File: config.mk
export PLATFORM = sky130hd
export DESIGN_NAME = dsync_watchdog
export DESIGN_NICKNAME = d
export VERILOG_FILES = /design/src/rtl/dsync_pkg.sv /design/src/rtl/dsync_interval_timer.sv /design/src/rtl/dsync_idle_tally.sv /design/src/rtl/dsync_loss_ctrl.sv /design/src/rtl/dsync_watchdog.sv
export SDC_FILE = /design/constraint.sdc
export NUM_CORES = 1
export LEC_CHECK = 0
export BUFFER_PORTS_ARGS = -buffer_cell sky130_fd_sc_hd__buf_2
export CORE_MARGIN = 2
export CORE_UTILIZATION = 50
export DETAILED_ROUTE_END_ITERATION = 16
export GPL_ROUTABILITY_DRIVEN = 0
export GPL_TIMING_DRIVEN = 0
export MAX_ROUTING_LAYER = met4
export PLACE_DENSITY = 0.71
export SKIP_LAST_GASP = 1
export SYNTH_ARGS = -nofsm -noshare
export SYNTH_HDL_FRONTEND = slang
export SYNTH_SLANG_ARGS = --single-unit
File: constraint.sdc
create_clock -name clk -period 1.72 [get_ports clk]
set_clock_uncertainty 0.05 [all_clocks]
set_input_delay 0.172 -clock clk [delete_from_list [all_inputs] [get_ports clk]]
set_output_delay 0.172 -clock clk [all_outputs]
set_load 0.01 [all_outputs]
File: src/rtl/dsync_pkg.sv
package dsync_pkg;
  function automatic int win_cycles(input int us, input int cyc_per_us);
    return us * cyc_per_us;
  endfunction

  function automatic int max_int(input int a, input int b);
    return (a > b) ? a : b;
  endfunction
endpackage

File: src/rtl/dsync_interval_timer.sv
module dsync_interval_timer
  import dsync_pkg::*;
#(
  parameter int CYC_PER_US = 1,
  parameter int SHORT_US   = 722,
  parameter int LONG_US    = 2000
) (
  input  logic clk,
  input  logic rst_n,
  input  logic run_i,
  input  logic long_win_i,
  output logic boundary_o
);
  localparam int LIM_S   = win_cycles(SHORT_US, CYC_PER_US);
  localparam int LIM_L   = win_cycles(LONG_US, CYC_PER_US);
  localparam int LIM_MAX = max_int(LIM_S, LIM_L);
  localparam int TW      = $clog2(LIM_MAX + 1);

  logic [TW-1:0] tmr_q;
  logic [TW-1:0] last_tick;
  logic          long_q;

  // last cycle of the interval for the latched window choice
  assign last_tick  = long_q ? TW'(LIM_L - 1) : TW'(LIM_S - 1);
  assign boundary_o = run_i && (tmr_q == last_tick);

  always_ff @(posedge clk) begin
    if (!rst_n) begin
      tmr_q  <= '0;
      long_q <= 1'b0;
    end else if (!run_i) begin
      tmr_q  <= '0;
      long_q <= long_win_i;
    end else if (boundary_o) begin
      tmr_q  <= '0;
      long_q <= long_win_i;
    end else begin
      tmr_q  <= tmr_q + 1'b1;
    end
  end
endmodule

File: src/rtl/dsync_idle_tally.sv
module dsync_idle_tally #(
  parameter int MIN_IDLES = 29
) (
  input  logic clk,
  input  logic rst_n,
  input  logic run_i,
  input  logic idle_i,
  input  logic boundary_i,
  output logic short_o
);
  localparam int CW = $clog2(MIN_IDLES + 1);

  logic [CW-1:0] cnt_q;
  logic [CW:0]   cnt_now;

  // count including this cycle's IDLE, one bit wider so it cannot wrap
  assign cnt_now = {1'b0, cnt_q} + (CW+1)'(idle_i);
  assign short_o = cnt_now < (CW+1)'(MIN_IDLES);

  always_ff @(posedge clk) begin
    if (!rst_n) begin
      cnt_q <= '0;
    end else if (!run_i || boundary_i) begin
      cnt_q <= '0;
    end else if (idle_i && (cnt_q != CW'(MIN_IDLES))) begin
      cnt_q <= cnt_q + 1'b1;
    end
  end
endmodule

File: src/rtl/dsync_loss_ctrl.sv
module dsync_loss_ctrl (
  input  logic clk,
  input  logic rst_n,
  input  logic lock_i,
  input  logic boundary_i,
  input  logic short_i,
  output logic restart_o,
  output logic sync_lost_o
);
  logic lock_d;
  logic lock_rise;
  logic expire;

  assign lock_rise = lock_i && !lock_d;
  assign expire    = boundary_i && short_i;

  always_ff @(posedge clk) begin
    if (!rst_n) begin
      lock_d      <= 1'b0;
      restart_o   <= 1'b0;
      sync_lost_o <= 1'b0;
    end else begin
      lock_d    <= lock_i;
      restart_o <= expire;
      if (lock_rise)   sync_lost_o <= 1'b0;
      else if (expire) sync_lost_o <= 1'b1;
    end
  end
endmodule

File: src/rtl/dsync_watchdog.sv
module dsync_watchdog #(
  parameter int CYC_PER_US = 1,
  parameter int SHORT_US   = 722,
  parameter int LONG_US    = 2000,
  parameter int MIN_IDLES  = 29
) (
  input  logic clk,
  input  logic rst_n,
  input  logic lock_i,
  input  logic idle_i,
  input  logic long_win_i,
  input  logic to_dis_i,
  output logic restart_o,
  output logic sync_lost_o
);
  logic run;
  logic boundary;
  logic short_cnt;

  assign run = lock_i && !to_dis_i;

  dsync_interval_timer #(
    .CYC_PER_US(CYC_PER_US),
    .SHORT_US  (SHORT_US),
    .LONG_US   (LONG_US)
  ) u_timer (
    .clk       (clk),
    .rst_n     (rst_n),
    .run_i     (run),
    .long_win_i(long_win_i),
    .boundary_o(boundary)
  );

  dsync_idle_tally #(
    .MIN_IDLES(MIN_IDLES)
  ) u_tally (
    .clk       (clk),
    .rst_n     (rst_n),
    .run_i     (run),
    .idle_i    (idle_i),
    .boundary_i(boundary),
    .short_o   (short_cnt)
  );

  dsync_loss_ctrl u_loss (
    .clk        (clk),
    .rst_n      (rst_n),
    .lock_i     (lock_i),
    .boundary_i (boundary),
    .short_i    (short_cnt),
    .restart_o  (restart_o),
    .sync_lost_o(sync_lost_o)
  );
endmodule

[Yosys cells after proc, flatten, opt, wreduce, memory -nomap -nowiden]
Cells that the tools add are included.
Storage, ports and cells
  output and inout port bits: 2
  logic and storage cells: 30
  bits of input ports: 6
  flip-flop bits (word level): 20
Operators by class
  mux-type cells: 3
  equality and inequality tests: 3
  order comparisons: 1
  reduce and logical (&&, ||, !) cells: 12
  add/sub/neg operators: 3
  bitwise gates (word level): 2
Operators by type and width (count)
  adder 11 x 1 -> 11 bit, second input constant: 1
  equality test 11 bit: 1
  two-way mux 11 bit: 1
  adder 5 x 1 -> 6 bit: 1
  less-than comparator 6 x 5 -> 1 bit, second input constant: 1
  adder 5 x 1 -> 5 bit, second input constant: 1
  logical AND 1 bit: 5
  inequality test 5 bit, second input constant: 1
  OR reduction 2 bit: 2
  logical NOT 1 bit: 3
  OR reduction 3 bit: 1
  two-way mux 1 bit: 2
  inequality test 2 x 1 -> 1 bit, second input constant: 1
  inverter 1 bit: 2
  logical OR 1 bit: 1

[Logic depth before layout (Yosys ltp)]
Gate-level depths: netlist of the first run.
  depth in word-level cells: 5
  gate-level depth with buffers: 7
  gate-level depth less buffers: 7

[By module]
A second synthesis of the first run with hierarchy kept.
Unflattened totals
  cells, all modules: 112
  area, all modules: 1038.5 µm²
Modules (own cells, without submodules)
  dsync_interval_timer: cells an instance 64, area an instance 585.6 µm², sequential area each 240.2 µm², instances 1
  dsync_idle_tally: cells an instance 39, area an instance 334.1 µm², sequential area each 100.1 µm², instances 1
  dsync_loss_ctrl: cells an instance 8, area an instance 105.1 µm², sequential area each 60.1 µm², instances 1
  dsync_watchdog: cells an instance 1, area an instance 13.8 µm², sequential area each 0.0 µm², instances 1

[Worst setup path before layout of the first run]
Ideal clock, no wire load.
  kind: register to register
  from: register u_tally.cnt_q[0]
  to: register u_loss.sync_lost_o
  required time: 1612 ps
  buffers on the path: 0
  setup time: 58 ps
  clock period less this slack: 1791 ps
  arrival: 1683 ps
  stages on the path, launching flop included: 8
  setup slack: -71 ps
  path through: dfxtp_1 ha_1 ha_1 or2_2 a21oi_1 o21ai_1 nor4_1 o221a_2
Between the ends
  cells in the longest elaborated chain, start to end: 3
Ends and longest elaborated chain
  start, declared: line dsync_idle_tally.sv:13  | logic [CW-1:0] cnt_q;
  start signal, assigned: line dsync_idle_tally.sv:26  | cnt_q <= cnt_q + 1'b1;
  adder 5 x 1 -> 6 bit: line dsync_idle_tally.sv:17  | assign cnt_now = {1'b0, cnt_q} + (CW+1)'(idle_i);
  less-than comparator 6 x 5 -> 1 bit: line dsync_idle_tally.sv:18  | assign short_o = cnt_now < (CW+1)'(MIN_IDLES);
  logical AND 1 bit: line dsync_loss_ctrl.sv:15  | assign expire = boundary_i && short_i;
  end signal, assigned: line dsync_loss_ctrl.sv:21  | sync_lost_o <= 1'b0;
  end signal, assigned: line dsync_loss_ctrl.sv:25  | if (lock_rise) sync_lost_o <= 1'b0;
  end signal, assigned: line dsync_loss_ctrl.sv:26  | else if (expire) sync_lost_o <= 1'b1;
  end, declared: line dsync_loss_ctrl.sv:8  | output logic sync_lost_o
No other way between the ends.
A chain may end at the register's enable or synchronous reset.

[Final worst setup path of the first run]
Same ends and word-level chain as after synthesis.

==> results of run 1 <==
-- final timing paths --
check / endpoint / slack, ns / cells past startpoint / startpoint
max: u_loss.sync_lost_o$_SDFFE_PP0P_ / -0.01 / 7 / u_tally.cnt_q[0]$_SDFFE_PP0P_
min: u_loss.lock_d$_SDFF_PN0_ / 0.04 / 2 / lock_i
max reg2reg: u_loss.sync_lost_o$_SDFFE_PP0P_ / -0.01 / 7 / u_tally.cnt_q[0]$_SDFFE_PP0P_
min reg2reg: u_timer.tmr_q[0]$_SDFF_PP0_ / 0.45 / 1 / u_timer.tmr_q[0]$_SDFF_PP0_
-- layout make-up --
class                   instances  area [µm²]
repair buffers                  9        50.0
clock buffers                   3        22.5
well taps                      25        31.3
plain buffers                   2        16.3
fillers                       142         618
clock inverters                 1        30.0
flip-flops and latches         20         405
multi-input cells              74         538
inverters                       4        15.0
-- cell families (layout without fill, tap and decap cells) --
group	after synthesis	count (layout)
AO/OA/AOI/OAI	8	8
XOR/XNOR	14	14
adder cells (fa/ha/maj)	5	5
buffers and inverters	6	19
flip-flops	20	20
AND/OR/NAND/NOR	47	47
-- power by group --
part           switching, µW  leakage (µW)  internal, µW  total [µW]
Sequential              4.88      0.000163           467         472
Clock                    143     0.0000279           235         378
Combinational           23.5      0.000243          20.5        44.0
-- cell usage after synthesis (2+ instances only) --
| cell type | count |
|---|---|
| dfxtp_1 | 20 |
| nor2_1 | 19 |
| xor2_1 | 10 |
| nand4_1 | 7 |
| ha_1 | 5 |
| nand3_1 | 5 |
| inv_1 | 4 |
| nand2_1 | 4 |
| xnor2_1 | 4 |
| and3_1 | 3 |
| a21oi_1 | 2 |
| and2_1 | 2 |
| nor3_1 | 2 |
| nor4_1 | 2 |
-- sequential cells by signal, indices dropped and copies added (netlist names) --
| name | cells |
|---|---|
| u_loss.restart_o | 1 |
| u_loss.lock_d | 1 |
| u_timer.long_q | 1 |
| u_timer.tmr_q | 11 |
| u_tally.cnt_q | 5 |
| u_loss.sync_lost_o | 1 |
-- worst register-to-register path: stages, from the launching register on --
cell     delay (ns)
dfxtp_4        0.37
ha_4           0.16
ha_4           0.20
or2_4          0.25
a21oi_2        0.15
o21ai_2        0.09
nor4_2         0.21
o221a_2        0.21
-- what timing repair did --
item                       CTS  global route
pin swaps                    5             1
gates resized for setup      4             2
setup endpoints to repair    2             3
hold buffers                 0             0
gates cloned                 0             0
setup buffers                2             0
-- per-layer routing --
metal  up-vias  track usage  part of all wire
met1       337        0.221              0.49
met5         -            -                 0
met4         0       0.0500             0.018
met2        21        0.279              0.46
met3         6       0.0231             0.036
li1        371            -                 -
-- through the flow --
| stage | total power [µW] | area (µm²) | setup WS (ns) | util |
|---|---|---|---|---|
| 2_1_floorplan | 509 | 941 | 0.00567 | - |
| 3_3_place_gp | 523 | 1010 | -0.0853 | 0.583 |
| 3_5_place_dp | 524 | 1010 | -0.114 | 0.583 |
| 4_1_cts | 898 | 1100 | -0.0577 | 0.638 |
| 5_1_grt | 922 | 1110 | -0.0976 | 0.642 |
| 6_report | 894 | 1110 | -0.0143 | 0.642 |
-- cells in the final DEF, fill, tap and decap left out, drive strengths merged --
cell,count
xnor2,4
nand2,4
nand4,7
buf,10
and2,2
nor4,2
nor2,19
or2,1
and4b,1
xor2,10
nor3,2
bufinv,1
and3,3
o221a,1
a41oi,1
dfxtp,20
a21oi,2
a41o,1
ha,5
a211oi,1
nand3,6
inv,4
clkbuf,4
o21ai,2
==> impl_metrics.json, run 1 <==
{
  "wl_um": 1650,
  "postSynthCellCount": 100,
  "end_kind": "flip-flop",
  "die_area_um2": 2200,
  "tns_ns": -0.0143,
  "violations": "negative setup slack",
  "setup_viol": 1,
  "worstMarginPinSlew_ns": 0.337,
  "path_clk_slew_ns": 0.11,
  "post_drt_wl_per_cell_um": 12.0,
  "min_path_type": "in -> reg",
  "synth_adder_area_share": 0.0679,
  "drc_errors": 0,
  "fin_ws_ns": -0.0143,
  "grt_pass1_vias": 618,
  "placed_cells": 132,
  "drive_gt1_frac": 0.239,
  "cts_buffers": 3,
  "post-synth-top-area-cell": "dfxtp_1",
  "die_x_um": 46.9,
  "critPathKind": "reg -> reg",
  "ios": 8,
  "vias": 735,
  "synth_flop_cell": "dfxtp_1",
  "status": "finished, violations left",
  "max_slew_margin": 0.774,
  "synthTopCellsByArea": "dfxtp_1 43%, xor2_1 9.5%, nor2_1 7.7%",
  "hold_viol": 0,
  "clk_latency_ns": 0.29,
  "syn-cell-area_um2": 921,
  "critPathRequiredTime_ns": 1.91,
  "synth_fp_nets": 111,
  "synth_mux_area_frac": 0,
  "crit_fanout": 2,
  "synth_top_family_by_area": "simple AND/OR/NAND/NOR gates",
  "antenna_cells": 0,
  "path_delay_family": "simple AND/OR/NAND/NOR gates",
  "portBuffers": 7,
  "critical-path-max-stage-delay_ns": 0.37,
  "crit_slowest_cell": "dfxtp_4",
  "crit_arrival_ns": 1.93,
  "crit_top_cell": "ha_4",
  "area_growth_pct": 20.4,
  "grt_pass1_wl_um": 2620,
  "initial_core_util": 0.533,
  "synth-simple-area-share": 0.264,
  "core_um2": 1730,
  "yosysSeqAreaShare": 0.435,
  "synth_enable_flop_cells": 0,
  "htreeDepth": 1,
  "grt_max_degree": 13,
  "slew_violations": 0,
  "cts_tree": "yes",
  "cts.path.max_buffers": 2,
  "rsz0062_at_grt": "true",
  "path_cells": "ha_4 > ha_4 > or2_4 > a21oi_2 > o21ai_2 > nor4_2 > o221a_2",
  "start_kind": "flip-flop",
  "cts_root_buffer": "clkbuf_4",
  "finalCritPeriodShare": 1.01,
  "yosys.area.top_type_share": 0.435,
  "hold_slack_ns": 0.0428,
  "min_period_ns": 1.73,
  "grt_usage": 0.171,
  "clkSinkCount": 20,
  "placementRows": 15,
  "crit_buf_inv": 0,
  "max_freq_mhz": 577,
  "powerDensity_nw_per_um2": 807,
  "synth-seq-cells": 20,
  "ir_worst_vdd_uv": 529,
  "die_height_um": 46.9,
  "drt_iter0_markers": 7,
  "viasPerCell": 5.33,
  "leakage_uw": 0.000434,
  "synthXorXnorAreaFrac": 0.133,
  "hpwl_um": 1130,
  "drv_cap": 0,
  "synthArstFlopShare": 0,
  "avgSynthCellArea_um2": 9.21,
  "synth_cell_types": 25,
  "synth_compound_gate_area_share": 0.0666,
  "gr-total-overflow": 0,
  "antenna_found_initial": 0,
  "dr.pass1.iters": 4,
  "synth_warnings": 0,
  "ant_nets": 0,
  "fin_cells": 138,
  "fin_nets": 125
}
(Power assumes the default switching activity.)
==> run 2: changes to the inputs <==
==> constraint.sdc (replaced) <==
create_clock -name clk -period 1.72 [get_ports clk]
set_clock_uncertainty 0.05 [all_clocks]
set_input_delay 0.086 -clock clk [delete_from_list [all_inputs] [get_ports clk]]
set_output_delay 0.086 -clock clk [all_outputs]
set_load 0.01 [all_outputs]
==> run 2 against run 1 <==
The run still ends with negative setup slack left. Non-clock buffer count up 1. Register-to-register slack is essentially flat. Sequential power about the same. Worst setup slack worse by 0.00066 ns. First-iteration DRC count grew 14%. Die area stayed put. Final cell count up 0.72%. Largest cell class unchanged. Highest routed layer unchanged. Clock power about the same. Critical path depth did not move. Global-route usage unchanged. Utilization grew 0.58 points. Total power is 0.20% higher.
==> impl_metrics.json, run 2 (synthesis results as in run 1) <==
{
  "fin_nets": 126,
  "cts_buffers": 3,
  "fin_ws_ns": -0.0150,
  "placementRows": 15,
  "cts_root_buffer": "clkbuf_4",
  "end_kind": "flip-flop",
  "antenna_cells": 0,
  "htreeDepth": 1,
  "rsz0062_at_grt": "true",
  "vias": 732,
  "antenna_found_initial": 0,
  "die_height_um": 46.9,
  "finalCritPeriodShare": 1.01,
  "post_drt_wl_per_cell_um": 11.9,
  "setup_viol": 1,
  "switching_share": 0.192,
  "top_regs": "u_timer.tmr_q: 11 flops, u_tally.cnt_q: 5 flops",
  "powerDensity_nw_per_um2": 801,
  "hold_viol": 0,
  "multi_input_area_um2": 538,
  "drv_cap": 0,
  "final_cell_area_um2": 1120,
  "gr-total-overflow": 0,
  "critPathRequiredTime_ns": 1.91,
  "initial_core_util": 0.533,
  "final_cell_mix": "19 x nor2_1, 18 x dfxtp_1, 10 x xor2_1",
  "wl_um": 1650,
  "area_growth_pct": 21.5,
  "start_kind": "flip-flop",
  "crit_arrival_ns": 1.93,
  "dr.pass1.iters": 4,
  "status": "finished, violations left",
  "switchingPower_uw": 172,
  "cts.path.max_buffers": 2,
  "violations": "negative setup slack",
  "max_freq_mhz": 576,
  "path_clk_slew_ns": 0.12,
  "grt_usage": 0.171,
  "largest_register_ffs": 11,
  "ant_nets": 0,
  "leakage_uw": 0.000438,
  "regArea_um2": 405,
  "drive_gt1_frac": 0.237,
  "ios": 8,
  "p_seq_frac": 0.527,
  "die_x_um": 46.9,
  "grt_pass1_wl_um": 2620,
  "critPathKind": "reg -> reg",
  "grt_max_degree": 13,
  "ir_worst_vdd_uv": 531,
  "slew_violations": 0,
  "p_clk_frac": 0.422,
  "top_register": "u_timer.tmr_q",
  "final_common_cell": "nor2_1",
  "clk_latency_ns": 0.29,
  "max_slew_margin": 0.771,
  "grt_pass1_vias": 618,
  "internal_power_uw": 724,
  "die_area_um2": 2200,
  "crit_fanout": 2,
  "min_path_type": "in -> reg",
  "finalPower_uw": 896,
  "num-fill-cells": 141,
  "min_period_ns": 1.73,
  "drc_errors": 0,
  "core_um2": 1730,
  "drt_iter0_markers": 8,
  "cts_tree": "yes",
  "clkSinkCount": 20,
  "worstMarginPinSlew_ns": 0.342,
  "viasPerCell": 5.27,
  "hpwl_um": 1130,
  "placed_cell_area_um2": 1010,
  "portBuffers": 7,
  "combPwrFrac": 0.051,
  "dp_slack_ns": -0.114
}
run 2: cell type report:
| type | count | area share |
|---|---|---|
| Multi-Input combinational cell | 74 | 0.481 |
| Inverter | 4 | 0.0134 |
| Timing Repair Buffer | 10 | 0.0537 |
| Clock buffer | 3 | 0.0201 |
| Clock inverter | 1 | 0.0268 |
| Tap cell | 25 | 0.0280 |
| Sequential cell | 20 | 0.362 |
| Buffer | 2 | 0.0145 |
run 2: critical path, cell delays in order, from the launching register on:
cell and delay, ns:
dfxtp_4 0.37, ha_4 0.16, ha_4 0.20, or2_4 0.25, a21oi_2 0.15, o21ai_2 0.09
nor4_2 0.21, o221a_2 0.21
run 2: timing repair:
item                                    4_1_cts  5_1_grt
endpoints found under the setup margin        2        3
resized for setup                             4        2
setup buffers                                 2        0
pin swaps                                     5        1
hold endpoints to repair                      1        0
hold buffers                                  1        0
run 2: through the flow:
stage / utilization / hold slack (ns) / instances / TNS (ns)
floorplan: - / 0.158 / 100 / 0
global placement: 0.583 / 0.259 / 132 / -0.0853
detailed placement: 0.583 / 0.261 / 132 / -0.114
CTS: 0.643 / 0.0293 / 139 / -0.0577
global route: 0.648 / 0.0337 / 139 / -0.0901
finish: 0.648 / 0.0345 / 139 / -0.0150
run 2: per-layer routing:
metal / global-route usage / vias up / wire (µm)
met5: - / - / 0
met4: 0.0500 / 0 / 12
met3: 0.0231 / 2 / 58
met2: 0.279 / 18 / 769
met1: 0.221 / 339 / 808
li1: - / 373 / -
run 2: path summary, 6_finish.rpt:
path | cells after the start | slack [ns] | from | endpoint
worst max-delay path | 7 | -0.01 | u_tally.cnt_q[0]$_SDFFE_PP0P_ | u_loss.sync_lost_o$_SDFFE_PP0P_
worst min-delay path | 3 | 0.03 | rst_n | u_timer.tmr_q[0]$_SDFF_PP0_
worst max register to register | 7 | -0.01 | u_tally.cnt_q[0]$_SDFFE_PP0P_ | u_loss.sync_lost_o$_SDFFE_PP0P_
worst min register to register | 1 | 0.45 | u_timer.tmr_q[0]$_SDFF_PP0_ | u_timer.tmr_q[0]$_SDFF_PP0_
run 2: power groups by stage:
stage          Combinational (µW)  Sequential, µW  Clock, µW
2_1_floorplan                26.5             483          0
3_3_place_gp                 38.8             484          0
3_5_place_dp                 39.6             484          0
4_1_cts                      44.9             472        382
5_1_grt                      51.3             473        399
6_report                     45.8             472        378
==> run 3: changes to the inputs <==
RECOVER_POWER = 25   (was unset)
==> run 3 against run 2 <==
The run still ends with negative setup slack left. Non-clock buffer count unchanged. Utilization decreased by 0.36 points. Largest power group unchanged. Clock-buffer cell count unchanged. Highest routed layer unchanged. Die area unchanged. Sequential share of layout area increased by 0.20 points.
==> impl_metrics.json, run 3 (synthesis results as in run 1) <==
{
  "rsz0062_at_grt": "true",
  "critPathKind": "reg -> reg",
  "die_x_um": 46.9,
  "status": "finished, violations left",
  "dp_slack_ns": -0.114,
  "combPwrFrac": 0.051,
  "fin_ws_ns": -0.0148,
  "placed_cell_area_um2": 1010,
  "cts.path.max_buffers": 2,
  "dr.pass1.iters": 4,
  "hpwl_um": 1130,
  "final_common_cell": "nor2_1",
  "min_period_ns": 1.73,
  "drt_iter0_markers": 5,
  "start_kind": "flip-flop",
  "crit_fanout": 2,
  "crit_arrival_ns": 1.93,
  "ir_worst_vdd_uv": 530,
  "fin_nets": 126,
  "powerDensity_nw_per_um2": 806,
  "drc_errors": 0,
  "post_drt_wl_per_cell_um": 11.9,
  "drive_gt1_frac": 0.211,
  "antenna_found_initial": 0,
  "initial_core_util": 0.533,
  "top_register": "u_timer.tmr_q",
  "placed_cells": 132,
  "portBuffers": 7,
  "fin_cells": 139,
  "cts_tree": "yes",
  "max_slew_margin": 0.683,
  "p_seq_frac": 0.527,
  "clk_latency_ns": 0.29,
  "grt_pass1_vias": 618,
  "gr-total-overflow": 0,
  "num-fill-cells": 144,
  "final_cell_area_um2": 1110,
  "leakage_uw": 0.000429,
  "cts_root_buffer": "clkbuf_4",
  "grt_max_degree": 13,
  "hold_slack_ns": 0.0327,
  "violations": "negative setup slack",
  "critPathRequiredTime_ns": 1.91,
  "area_growth_pct": 20.8,
  "ant_nets": 0,
  "min_path_type": "in -> reg",
  "hold_viol": 0,
  "wl_um": 1650,
  "end_kind": "flip-flop",
  "die_area_um2": 2200,
  "placementRows": 15,
  "r2r_setup_slack_ns": -0.01,
  "clkSinkCount": 20,
  "core_um2": 1730,
  "setup_viol": 1,
  "htreeDepth": 1,
  "ios": 8,
  "top_regs": "u_timer.tmr_q: 11 flops, u_tally.cnt_q: 5 flops",
  "path_clk_slew_ns": 0.12,
  "max_freq_mhz": 576,
  "final_cell_mix": "19 x nor2_1, 18 x dfxtp_1, 10 x xor2_1",
  "viasPerCell": 5.18,
  "switchingPower_uw": 172,
  "drv_cap": 0,
  "slew_violations": 0,
  "switching_share": 0.192,
  "die_height_um": 46.9,
  "grt_pass1_wl_um": 2620,
  "cts_buffers": 3,
  "internal_power_uw": 724,
  "antenna_cells": 0,
  "finalCritPeriodShare": 1.01,
  "worstMarginPinSlew_ns": 0.472,
  "vias": 720,
  "largest_register_ffs": 11,
  "grt_usage": 0.171,
  "finalPower_uw": 896,
  "p_clk_frac": 0.422
}
run 3: timing repair:
item / 4_1_cts / 5_1_grt
endpoints found under the hold margin: 1 / 0
gates resized for setup: 4 / 2
endpoints found under the setup margin: 2 / 3
hold buffers: 1 / 0
buffers inserted: 2 / 0
gates cloned: 0 / 0
pin swaps: 5 / 1
run 3: final timing paths:
kind                                  from                              end  cells past startpoint
max reg2reg  u_tally.cnt_q[0]$_SDFFE_PP0P_  u_loss.sync_lost_o$_SDFFE_PP0P_                      7
min reg2reg    u_timer.tmr_q[0]$_SDFF_PP0_      u_timer.tmr_q[0]$_SDFF_PP0_                      1
min                                  rst_n      u_timer.tmr_q[0]$_SDFF_PP0_                      3
max          u_tally.cnt_q[0]$_SDFFE_PP0P_  u_loss.sync_lost_o$_SDFFE_PP0P_                      7
run 3: critical path, cell delays in order (launching register included):
cell	delay (ns)
dfxtp_4	0.37
ha_4	0.16
ha_4	0.20
or2_4	0.25
a21oi_2	0.15
o21ai_2	0.09
nor4_2	0.21
o221a_2	0.21
run 3: power groups by stage:
stage	combinational, µW	sequential (µW)	clock (µW)
finish	45.7	472	379
floorplan	26.5	483	0
global placement	38.8	484	0
CTS	44.9	472	382
detailed placement	39.6	484	0
global route	51.3	473	399
run 3: through the flow:
| step | setup TNS, ns | util |
|---|---|---|
| floorplan | 0 | - |
| global placement | -0.0853 | 0.583 |
| detailed placement | -0.114 | 0.583 |
| CTS | -0.0577 | 0.643 |
| global route | -0.467 | 0.644 |
| finish | -0.0148 | 0.644 |
run 3: routing by layer:
metal  track usage  wire, µm  vias up
met5             -         0        -
met4        0.0500        12        0
met3        0.0231        50        2
met2         0.279       765       11
met1         0.221       822      333
li1              -         -      374
run 3: layout make-up:
cell class              instances  area [µm²]  area share
multi-input cells              74         534       0.480
flip-flops and latches         20         405       0.364
repair buffers                 10        57.6      0.0517
well taps                      25        31.3      0.0281
clock inverters                 1        30.0      0.0270
clock buffers                   3        22.5      0.0202
plain buffers                   2        16.3      0.0146
inverters                       4        15.0      0.0135
